File: src/rtl/intc_pkg.sv
package intc_pkg;
   localparam int NPLANE     = 7;
   localparam int P_CFG0     = 0;
   localparam int P_CFG1     = 1;
   localparam int P_CFG2     = 2;
   localparam int P_SRC      = 3;
   localparam int P_ASSIGN   = 4;
   localparam int P_WAKE     = 5;
   localparam int P_MASK     = 6;

   localparam int OFS_BASE   = 'h40;
   localparam int OFS_STRIDE = 8;
   localparam int OFS_CLR    = 4;
   localparam int OFS_REQ0   = 'h54;
   localparam int OFS_REQ1   = 'h5C;
   localparam int OFS_RISE   = 'h78;
   localparam int OFS_FALL   = 'h7C;
   localparam int OFS_TEST   = 'h80;

   typedef enum logic [2:0] {
      TRIG_OFF  = 3'b000,
      TRIG_RISE = 3'b001,
      TRIG_FALL = 3'b010,
      TRIG_BOTH = 3'b011,
      TRIG_HIGH = 3'b101,
      TRIG_LOW  = 3'b110
   } trig_mode_e;

   function automatic logic mode_rise(input logic [2:0] m);
      return (m == TRIG_RISE) || (m == TRIG_BOTH);
   endfunction

   function automatic logic mode_fall(input logic [2:0] m);
      return (m == TRIG_FALL) || (m == TRIG_BOTH);
   endfunction

   function automatic logic mode_edge(input logic [2:0] m);
      return mode_rise(m) || mode_fall(m);
   endfunction
endpackage

File: src/rtl/intc_sync.sv
module intc_sync #(
   parameter int W      = 32,
   parameter int STAGES = 2
) (
   input  logic         clk,
   input  logic         rst_n,
   input  logic [W-1:0] d,
   output logic [W-1:0] q
);
   generate
      if (STAGES < 2) begin : g_bad
         $error("intc_sync: STAGES must be at least 2");
      end
   endgenerate

   logic [W-1:0] stage_q [STAGES];

   genvar s;
   generate
      for (s = 0; s < STAGES; s++) begin : g_stage
         always_ff @(posedge clk or negedge rst_n) begin
            if (!rst_n)
               stage_q[s] <= '0;
            else if (s == 0)
               stage_q[s] <= d;
            else
               stage_q[s] <= stage_q[(s == 0) ? 0 : s-1];
         end
      end
   endgenerate

   assign q = stage_q[STAGES-1];
endmodule

File: src/rtl/intc_setclr_reg.sv
module intc_setclr_reg #(
   parameter int W        = 32,
   parameter bit RST_ONES = 1'b0
) (
   input  logic         clk,
   input  logic         rst_n,
   input  logic         set_stb,
   input  logic         clr_stb,
   input  logic [W-1:0] d,
   output logic [W-1:0] q
);
   localparam logic [W-1:0] RST_VAL = RST_ONES ? {W{1'b1}} : {W{1'b0}};

   always_ff @(posedge clk or negedge rst_n) begin
      if (!rst_n)
         q <= RST_VAL;
      else if (set_stb)
         q <= q | d;
      else if (clr_stb)
         q <= q & ~d;
   end

   // bits written at the set address are present one cycle later
   a_r2_set_sticks: assert property (@(posedge clk) disable iff (!rst_n)
      set_stb |=> ((q & $past(d)) == $past(d)));
   // bits written at the clear address are gone one cycle later
   a_r2_clr_drops: assert property (@(posedge clk) disable iff (!rst_n)
      (clr_stb && !set_stb) |=> ((q & $past(d)) == '0));
endmodule

File: src/rtl/intc_src_cell.sv
module intc_src_cell
   import intc_pkg::*;
(
   input  logic       clk,
   input  logic       rst_n,
   input  logic       s_in,
   input  logic [2:0] mode,
   input  logic       clr_rise,
   input  logic       clr_fall,
   output logic       rise_lat,
   output logic       fall_lat,
   output logic       pending
);
   logic prev_q;
   logic rise_en, fall_en, rise_evt, fall_evt, level_hit;

   assign rise_en  = mode_rise(mode);
   assign fall_en  = mode_fall(mode);
   assign rise_evt = rise_en &  s_in & ~prev_q;
   assign fall_evt = fall_en & ~s_in &  prev_q;

   always_ff @(posedge clk or negedge rst_n) begin
      if (!rst_n) begin
         prev_q   <= 1'b0;
         rise_lat <= 1'b0;
         fall_lat <= 1'b0;
      end else begin
         prev_q   <= s_in;
         rise_lat <= (rise_lat & ~clr_rise) | rise_evt;
         fall_lat <= (fall_lat & ~clr_fall) | fall_evt;
      end
   end

   always_comb begin
      unique case (mode)
         TRIG_HIGH: level_hit = s_in;
         TRIG_LOW:  level_hit = ~s_in;
         default:   level_hit = 1'b0;
      endcase
   end

   assign pending = mode_edge(mode) ? (rise_lat | fall_lat) : level_hit;

   // no rising capture unless the mode includes the rising edge
   a_r3_rise_gated: assert property (@(posedge clk) disable iff (!rst_n)
      (!rise_en && !rise_lat) |=> !rise_lat);
   // no falling capture unless the mode includes the falling edge
   a_r3_fall_gated: assert property (@(posedge clk) disable iff (!rst_n)
      (!fall_en && !fall_lat) |=> !fall_lat);
   // a clear with no colliding edge empties the latch
   a_r4_rise_clear: assert property (@(posedge clk) disable iff (!rst_n)
      (clr_rise && !rise_evt) |=> !rise_lat);
   // a colliding edge wins over the clear
   a_r4_fall_set_wins: assert property (@(posedge clk) disable iff (!rst_n)
      fall_evt |=> fall_lat);
endmodule

File: src/rtl/dual_req_intc.sv
module dual_req_intc
   import intc_pkg::*;
#(
   parameter int NSRC        = 32,
   parameter int DATA_W      = 32,
   parameter int ADDR_W      = 8,
   parameter int SYNC_STAGES = 2
) (
   input  logic              clk,
   input  logic              rst_n,
   input  logic [NSRC-1:0]   src_in,
   input  logic [ADDR_W-1:0] bus_addr,
   input  logic              bus_we,
   input  logic [DATA_W-1:0] bus_wdata,
   output logic [DATA_W-1:0] bus_rdata,
   output logic              irq_req0,
   output logic              irq_req1,
   output logic              wake_o
);
   localparam logic [ADDR_W-1:0] A_REQ0 = ADDR_W'(OFS_REQ0);
   localparam logic [ADDR_W-1:0] A_REQ1 = ADDR_W'(OFS_REQ1);
   localparam logic [ADDR_W-1:0] A_RISE = ADDR_W'(OFS_RISE);
   localparam logic [ADDR_W-1:0] A_FALL = ADDR_W'(OFS_FALL);
   localparam logic [ADDR_W-1:0] A_TEST = ADDR_W'(OFS_TEST);

   generate
      if (NSRC < 1 || NSRC > DATA_W) begin : g_bad_nsrc
         $error("dual_req_intc: NSRC must lie in 1..DATA_W");
      end
      if (ADDR_W < 8) begin : g_bad_addr
         $error("dual_req_intc: ADDR_W must reach offset 0x80");
      end
   endgenerate

   logic [NSRC-1:0]   wmask;
   logic [NSRC-1:0]   s_sync;
   logic [NSRC-1:0]   plane_q [NPLANE];
   logic [NSRC-1:0]   rise_q, fall_q, pend;
   logic [NSRC-1:0]   vec0, vec1;
   logic              clr_rise_stb, clr_fall_stb;
   logic [DATA_W-1:0] test_q;

   assign wmask = bus_wdata[NSRC-1:0];

   intc_sync #(.W(NSRC), .STAGES(SYNC_STAGES)) u_sync (
      .clk(clk), .rst_n(rst_n), .d(src_in), .q(s_sync)
   );

   genvar g;
   generate
      for (g = 0; g < NPLANE; g++) begin : g_plane
         localparam logic [ADDR_W-1:0] A_SET = ADDR_W'(OFS_BASE + OFS_STRIDE*g);
         localparam logic [ADDR_W-1:0] A_CLR = ADDR_W'(OFS_BASE + OFS_STRIDE*g + OFS_CLR);
         logic set_stb, clr_stb;
         assign set_stb = bus_we && (bus_addr == A_SET);
         assign clr_stb = bus_we && (bus_addr == A_CLR);
         intc_setclr_reg #(.W(NSRC), .RST_ONES(g == P_SRC)) u_reg (
            .clk(clk), .rst_n(rst_n), .set_stb(set_stb), .clr_stb(clr_stb),
            .d(wmask), .q(plane_q[g])
         );
      end
   endgenerate

   assign clr_rise_stb = bus_we && (bus_addr == A_RISE);
   assign clr_fall_stb = bus_we && (bus_addr == A_FALL);

   generate
      for (g = 0; g < NSRC; g++) begin : g_src
         intc_src_cell u_cell (
            .clk(clk), .rst_n(rst_n), .s_in(s_sync[g]),
            .mode({plane_q[P_CFG2][g], plane_q[P_CFG1][g], plane_q[P_CFG0][g]}),
            .clr_rise(clr_rise_stb & wmask[g]),
            .clr_fall(clr_fall_stb & wmask[g]),
            .rise_lat(rise_q[g]), .fall_lat(fall_q[g]), .pending(pend[g])
         );
      end
   endgenerate

   always_ff @(posedge clk or negedge rst_n) begin
      if (!rst_n)
         test_q <= '0;
      else if (bus_we && bus_addr == A_TEST)
         test_q <= bus_wdata;
   end

   assign vec0     = pend & plane_q[P_MASK] &  plane_q[P_ASSIGN];
   assign vec1     = pend & plane_q[P_MASK] & ~plane_q[P_ASSIGN];
   assign irq_req0 = |vec0;
   assign irq_req1 = |vec1;
   assign wake_o   = |(pend & plane_q[P_WAKE]);

   always_comb begin
      bus_rdata = '0;
      for (int i = 0; i < NPLANE; i++) begin
         if (bus_addr == ADDR_W'(OFS_BASE + OFS_STRIDE*i))
            bus_rdata = DATA_W'(plane_q[i]);
      end
      unique case (bus_addr)
         A_REQ0:  bus_rdata = DATA_W'(vec0);
         A_REQ1:  bus_rdata = DATA_W'(vec1);
         A_RISE:  bus_rdata = DATA_W'(rise_q);
         A_FALL:  bus_rdata = DATA_W'(fall_q);
         A_TEST:  bus_rdata = test_q;
         default: ;
      endcase
   end

   // a request line never rises while every mask bit is clear
   a_r7_req_needs_mask: assert property (@(posedge clk) disable iff (!rst_n)
      (irq_req0 || irq_req1) |-> (|plane_q[P_MASK]));
   // the wake line needs at least one wake enable
   a_r8_wake_needs_en: assert property (@(posedge clk) disable iff (!rst_n)
      wake_o |-> (|plane_q[P_WAKE]));
   // each request line needs a source steered to it
   a_r6_req0_steer: assert property (@(posedge clk) disable iff (!rst_n)
      irq_req0 |-> (|plane_q[P_ASSIGN]));
   // an edge-mode request is backed by a held latch bit
   a_r10_edge_backed: assert property (@(posedge clk) disable iff (!rst_n)
      (irq_req0 && (plane_q[P_CFG2] == '0)) |-> (|(rise_q | fall_q)));
endmodule

File: config.mk
export PLATFORM = sky130hd
export DESIGN_NAME = dual_req_intc
export DESIGN_NICKNAME = d
export VERILOG_FILES = /design/src/rtl/intc_pkg.sv /design/src/rtl/intc_sync.sv /design/src/rtl/intc_setclr_reg.sv /design/src/rtl/intc_src_cell.sv /design/src/rtl/dual_req_intc.sv
export SDC_FILE = /design/constraint.sdc
export NUM_CORES = 1
export LEC_CHECK = 0
export BUFFER_PORTS_ARGS = -buffer_cell sky130_fd_sc_hd__buf_2
export CORE_MARGIN = 2
export CORE_UTILIZATION = 40
export DETAILED_ROUTE_END_ITERATION = 7
export GPL_ROUTABILITY_DRIVEN = 0
export PLACE_DENSITY = 0.62
export SYNTH_ARGS = -nofsm -noshare
export SYNTH_HDL_FRONTEND = slang
export SYNTH_SLANG_ARGS = --single-unit
File: constraint.sdc
create_clock -name clk -period 2.4 [get_ports clk]
set_input_delay 0.24 -clock clk [delete_from_list [all_inputs] [get_ports clk]]
set_output_delay 0.24 -clock clk [all_outputs]
set_load 0.005 [all_outputs]
# Word level (Yosys, flattened, before mapping)
# Cells that the tools add are included.
[totals]
input_bits = 75
reg_bits = 416
output_inout_bits = 35
elab_cells = 992
[classes]
muxes = 86
n_eq_ne = 177
n_reduce_logical = 123
bitwise_logic = 500
[ops]
columns = ["operator", "n"]
rows = [
  ["$mux 32", 21],
  ["$and 32x32->32", 11],
  ["$and 1x1->1", 256],
  ["$or 32x32->32", 7],
  ["$eq 3x2->1 const B", 64],
  ["$eq 3x3->1 const B", 64],
  ["$pmux 32 s5", 1],
  ["$eq 8x7->1 const B", 16],
  ["$not 1->1", 128],
  ["$eq 3x1->1 const B", 32],
  ["$logic_or 1x1->1", 96],
  ["$or 1x1->1", 96],
  ["$reduce_or 32->1", 3],
  ["$not 32->32", 2],
  ["$pmux 1 s2", 32],
  ["$mux 1", 32],
  ["$logic_and 1x1->1", 17],
  ["$reduce_bool 2->1", 7],
  ["$eq 8x8->1 const B", 1],
]

# Depth between registers and ports, before layout
[depth]
depth_word = 9
depth_mapped = 10
mapped_depth_nobuf = 6

# Modules after synthesis
# From an unflattened synthesis, not the netlist that was laid out.
[unflattened]
hier_cells = 2096
hier_area_um2 = 21496.9
[by_module_without_submodules]
columns = ["mod", "n_inst", "area_each_um2", "cells_each"]
rows = [
  ["intc_setclr_reg at g_plane[0].u_reg ...", 6, 1249.9, 102],
  ["dual_req_intc", 1, 6180.9, 838],
  ["intc_src_cell", 32, 146.4, 14],
  ["intc_sync", 1, 1841.8, 96],
  ["intc_setclr_reg at g_plane[3].u_reg", 1, 1290.0, 102],
]

# Worst setup path after synthesis
# OpenSTA, ideal clock, no wires.
[synth_timing]
path_kind = "register to output"
startpoint = "register with a tool-made name"
endpoint = "output port irq_req0"
stages_incl_launch_ff = 6
setup_slack_ns = 0.212
path_buffers = 0
required_ns = 2.160
arrival_ns = 1.948
cell_sequence = "dfrtp_1 o31ai_1 nor3_1 a2111oi_0 o2111ai_1 or4_1"
[synth_rtl]
columns = ["item", "line_no", "source"]
rows = [
  ["end, declared", "dual_req_intc.sv:16", "output logic irq_req0,"],
]

# Final worst setup path
[layout_timing]
startpoint = "register g_src[5].u_cell.rise_lat"
endpoint = "output port irq_req1"
[layout_between]
elab_chain_len = 5
[layout_lines]
columns = ["item", "line_no", "source"]
rows = [
  ["start, declared", "intc_src_cell.sv:10", "output logic rise_lat,"],
  ["start signal, assigned", "intc_src_cell.sv:29", "rise_lat <= (rise_lat & ~clr_rise) | rise_evt;"],
  ["$or 1x1->1", "intc_src_cell.sv:42", "assign pending = mode_edge(mode) ? (rise_lat | fall_lat) : level_hit;"],
  ["$mux 1", "intc_src_cell.sv:42", ""],
  ["$and 32x32->32 (2 in series)", "dual_req_intc.sv:87", "assign vec1 = pend & plane_q[P_MASK] & ~plane_q[P_ASSIGN];"],
  ["$reduce_or 32->1", "dual_req_intc.sv:89", "assign irq_req1 = |vec1;"],
  ["end, declared", "dual_req_intc.sv:17", "output logic irq_req1,"],
]
# Every way passes these cells.

==> impl_results.md <==
- Result of the run: complete, but fails checks
- Violated checks: negative setup slack
- Die Ht: 231 um
- Max incr delay on CP: 0.58 ns
- Total track usage: 0.288
- Max Fclk: 330 MHz
- Root buffer cell: clkbuf_16
- Leak: 11.9 nW
- Worst Path Arrival: 2.79 ns
- Synth Instances: 2060
- Crit path buffers/inverters: 3
- Synth warnings: 0
- Area growth syn-to-layout: 33.1%
- Die width: 231 um
- End point of the critical path: irq_req1
- CTS buffer count: 48
- Cell Area, Synth: 20600 sq um
- Worst Hold Path Cells: 3
- Worst setup path start: g_src[5].u_cell.rise_lat
- Clk Latency, worst-skew pair: 0.60 ns
- Wire per inst: ~25 um
- Final Cycle Share: 1.26
- Max stage delay cell, worst path: or4_4
- Clk sinks: 416
- CP Data Required Time: 2.16 ns
- Async SR Flop Fraction: 1.00
- CP dominant cell by count: buf_4
- Min Clock Period, post-route: 3.03 ns
- Yosys cell types: 59
- Worst-path clk slew: 0.06 ns
- Antenna violations before repair: 1
- Total Routed Length: 77.8 mm
- Min-delay worst type: primary input to flop
- Fin Clk Skew: 0.0305 ns
- Starting Density: 0.403
- Crit-path max FO: 3
- Worst Setup End Kind: output pin
- PwrDens: 681 nW/um^2
- Share of post-route cells with drive strength above 1: 0.314
- Synth Flop Type: dfrtp_1
- H-tree Lvls: 2
- Layout Nets: 2476
- RSZ-0062 raised after global routing: yes
- First-pass GRT wire length: roughly 120 mm
- Finished Cell Area: approximately 27000 sq um
- Cells on worst reg2reg path: 5
- Vias in the first global route: approximately 19000
- CTS tree: done
- Worst-path cell chain: o31ai_2, buf_4, nor4_1, a2111oi_2, buf_4, o2111ai_2, or4_4, buf_6
- Family with the most delay on the worst path: compound AO/OA/AOI/OAI gates
- Max-cap violations: 0
- # DRC: 0
- Vias/cell: 6.22
- # IOs: 110
- GRT Residual Overflow: 0
- Detailed Place HPWL: 52.3 mm
- Drt first pass iters: 8
- Core area: 51200 sq um
- FF-to-FF setup slack: 1.06 ns
- Num rows: 83
- Routed Antenna Nets: 0
- Synthesized Nets: 2135
- Clk buf depth: 3
- Largest net degree at the start of global routing: 96
- Slew HR: 0.480
- Via count: 19400
- PortBufs: roughly 110
- EDFF count, synth: 0
- Post-Place Cell Area: 23900 sq um
- Filler instances: 4390
- Number of synthesized register bits: 416
- Final max-slew violation count: 0
- Drt initial violations: 1976
- Final WS setup: -0.632 ns
- Tot Pwr: 0.0187 W
- Worst Max-Slew Pin Slew: 0.773 ns
- Synthesized area per cell: 10.0 sq um
- FF-to-FF End: g_src[12].u_cell.rise_lat
- Die Area: 53400 sq um
- Startpoint Class: flop
- Antenna diodes: 0
- Final hold vios: 0
- Stages on worst setup path: 8
- Setup violators final: 16
- Register area share after synthesis: 0.507
- WS Path Type: flop to output pin
- VDD IR max: 511 uV
[layout by cell type (no fill, tap or decap), drive strengths merged, types with 32 or more instances in the layout]
cell / synthesis / final
inv: 40 / 40
dfrtp: 384 / 384
o21ai: 108 / 108
nor3: 39 / 39
a21o: 46 / 46
buf: 63 / 432
dlygate4sd3: 0 / 33
clkbuf: 111 / 71
nand3: 40 / 40
a21oi: 42 / 42
dfstp: 32 / 32
mux2: 56 / 56
a22oi: 45 / 45
a22o: 225 / 225
mux2i: 37 / 37
nor2: 58 / 58
nand2: 390 / 390
[how the worst min path moves through the flow]
stage                   from                         to  slack, ns
2_1_floorplan          rst_n                  async pin      -0.06
4_1_cts        bus_wdata[29]  g_src[29].u_cell.fall_lat       0.04
3_5_place_dp           rst_n                u_sync.q[4]       0.17
6_report       bus_wdata[12]  g_src[12].u_cell.rise_lat       0.07
5_1_grt        bus_wdata[13]  g_src[13].u_cell.rise_lat       0.08
3_3_place_gp           rst_n                u_sync.q[4]       0.17
[synthesized netlist by cell type, types with 15 or more instances]
cell | instances | area share
a211o_1 | 15 | 0.0064
a21o_1 | 46 | 0.017
a21oi_1 | 42 | 0.010
a22o_1 | 225 | 0.096
a22oi_1 | 45 | 0.016
a311oi_1 | 18 | 0.0076
a32o_1 | 30 | 0.015
a32oi_1 | 15 | 0.0064
buf_2 | 54 | 0.013
clkbuf_1 | 111 | 0.020
dfrtp_1 | 384 | 0.47
dfstp_2 | 32 | 0.041
inv_1 | 40 | 0.0073
mux2_1 | 30 | 0.016
mux2_2 | 26 | 0.014
mux2i_1 | 37 | 0.018
nand2_1 | 389 | 0.071
nand3_1 | 40 | 0.0097
nand3b_1 | 20 | 0.0073
nor2_1 | 55 | 0.010
nor2b_1 | 28 | 0.0085
nor3_1 | 38 | 0.0092
nor4b_1 | 18 | 0.0076
nor4bb_1 | 29 | 0.014
o21ai_0 | 108 | 0.026
o22ai_1 | 20 | 0.0061
o31ai_1 | 15 | 0.0055
xor2_1 | 19 | 0.0081
[metrics by stage]
stage	instances	setup slack, ns	utilization	hold WS (ns)	setup TNS [ns]
4_1_cts	3105	-0.648	0.524	0.0407	-2.56
6_report	3121	-0.632	0.536	0.0651	-2.45
3_3_place_gp	2955	-0.304	0.467	0.171	-2.55
3_5_place_dp	2955	-0.319	0.467	0.167	-2.69
2_1_floorplan	2060	0.212	-	-0.0556	0
5_1_grt	3121	-0.694	0.536	0.0761	-3.96
[cell families (layout without fill, tap and decap cells)]
| kind of cell | after synthesis | count (layout) | synth area share |
|---|---|---|---|
| compound gates | 638 | 638 | 0.235 |
| xor+xnor | 19 | 19 | 0.00807 |
| buf+inv | 214 | 595 | 0.0428 |
| flops | 416 | 416 | 0.507 |
| mux | 93 | 93 | 0.0485 |
| simple gates | 680 | 680 | 0.159 |
[area by class of cell]
| cell class | count | area [sq um] | share of cell area |
|---|---|---|---|
| Clock buffer | 71 | 1430 | 0.0521 |
| Clock inverter | 19 | 272 | 0.00989 |
| Inverter | 40 | 150 | 0.00547 |
| Multi-Input combinational cell | 1430 | 10300 | 0.375 |
| Sequential cell | 416 | 10500 | 0.382 |
| Tap cell | 680 | 851 | 0.0310 |
| Timing Repair Buffer | 465 | 3970 | 0.145 |
[timing repair]
item | 4_1_cts | 5_1_grt
pin swaps | 72 | 63
hold buffers | 33 | 0
hold endpoints to repair | 229 | 0
gates resized for setup | 176 | 123
setup endpoints to repair | 33 | 35
buffers inserted | 36 | 22
[power breakdown]
part           leakage, nW  internal, W  total [W]  switching, W
combinational         5.74      0.00131    0.00258       0.00126
clock                0.829      0.00478    0.00791       0.00313
sequential            5.33      0.00762    0.00821      0.000592
[layer usage]
metal | GRT usage | wire length (um) | up-vias
met5 | 0 | 13 | -
met4 | 0.122 | 3480 | 2
met3 | 0.0603 | 7040 | 251
met2 | 0.458 | 36000 | 981
met1 | 0.381 | 31200 | 9844
li1 | - | - | 8331
[worst reg2reg max path, delay by kind of cell (launching register included)]
| kind | cells | cell delay (ns) |
|---|---|---|
| AO/OA/AOI/OAI | 1 | 0.12 |
| flip-flops | 1 | 0.43 |
| buffers and inverters | 3 | 0.39 |
| AND/OR/NAND/NOR | 1 | 0.33 |
(Power assumes the default switching activity.)
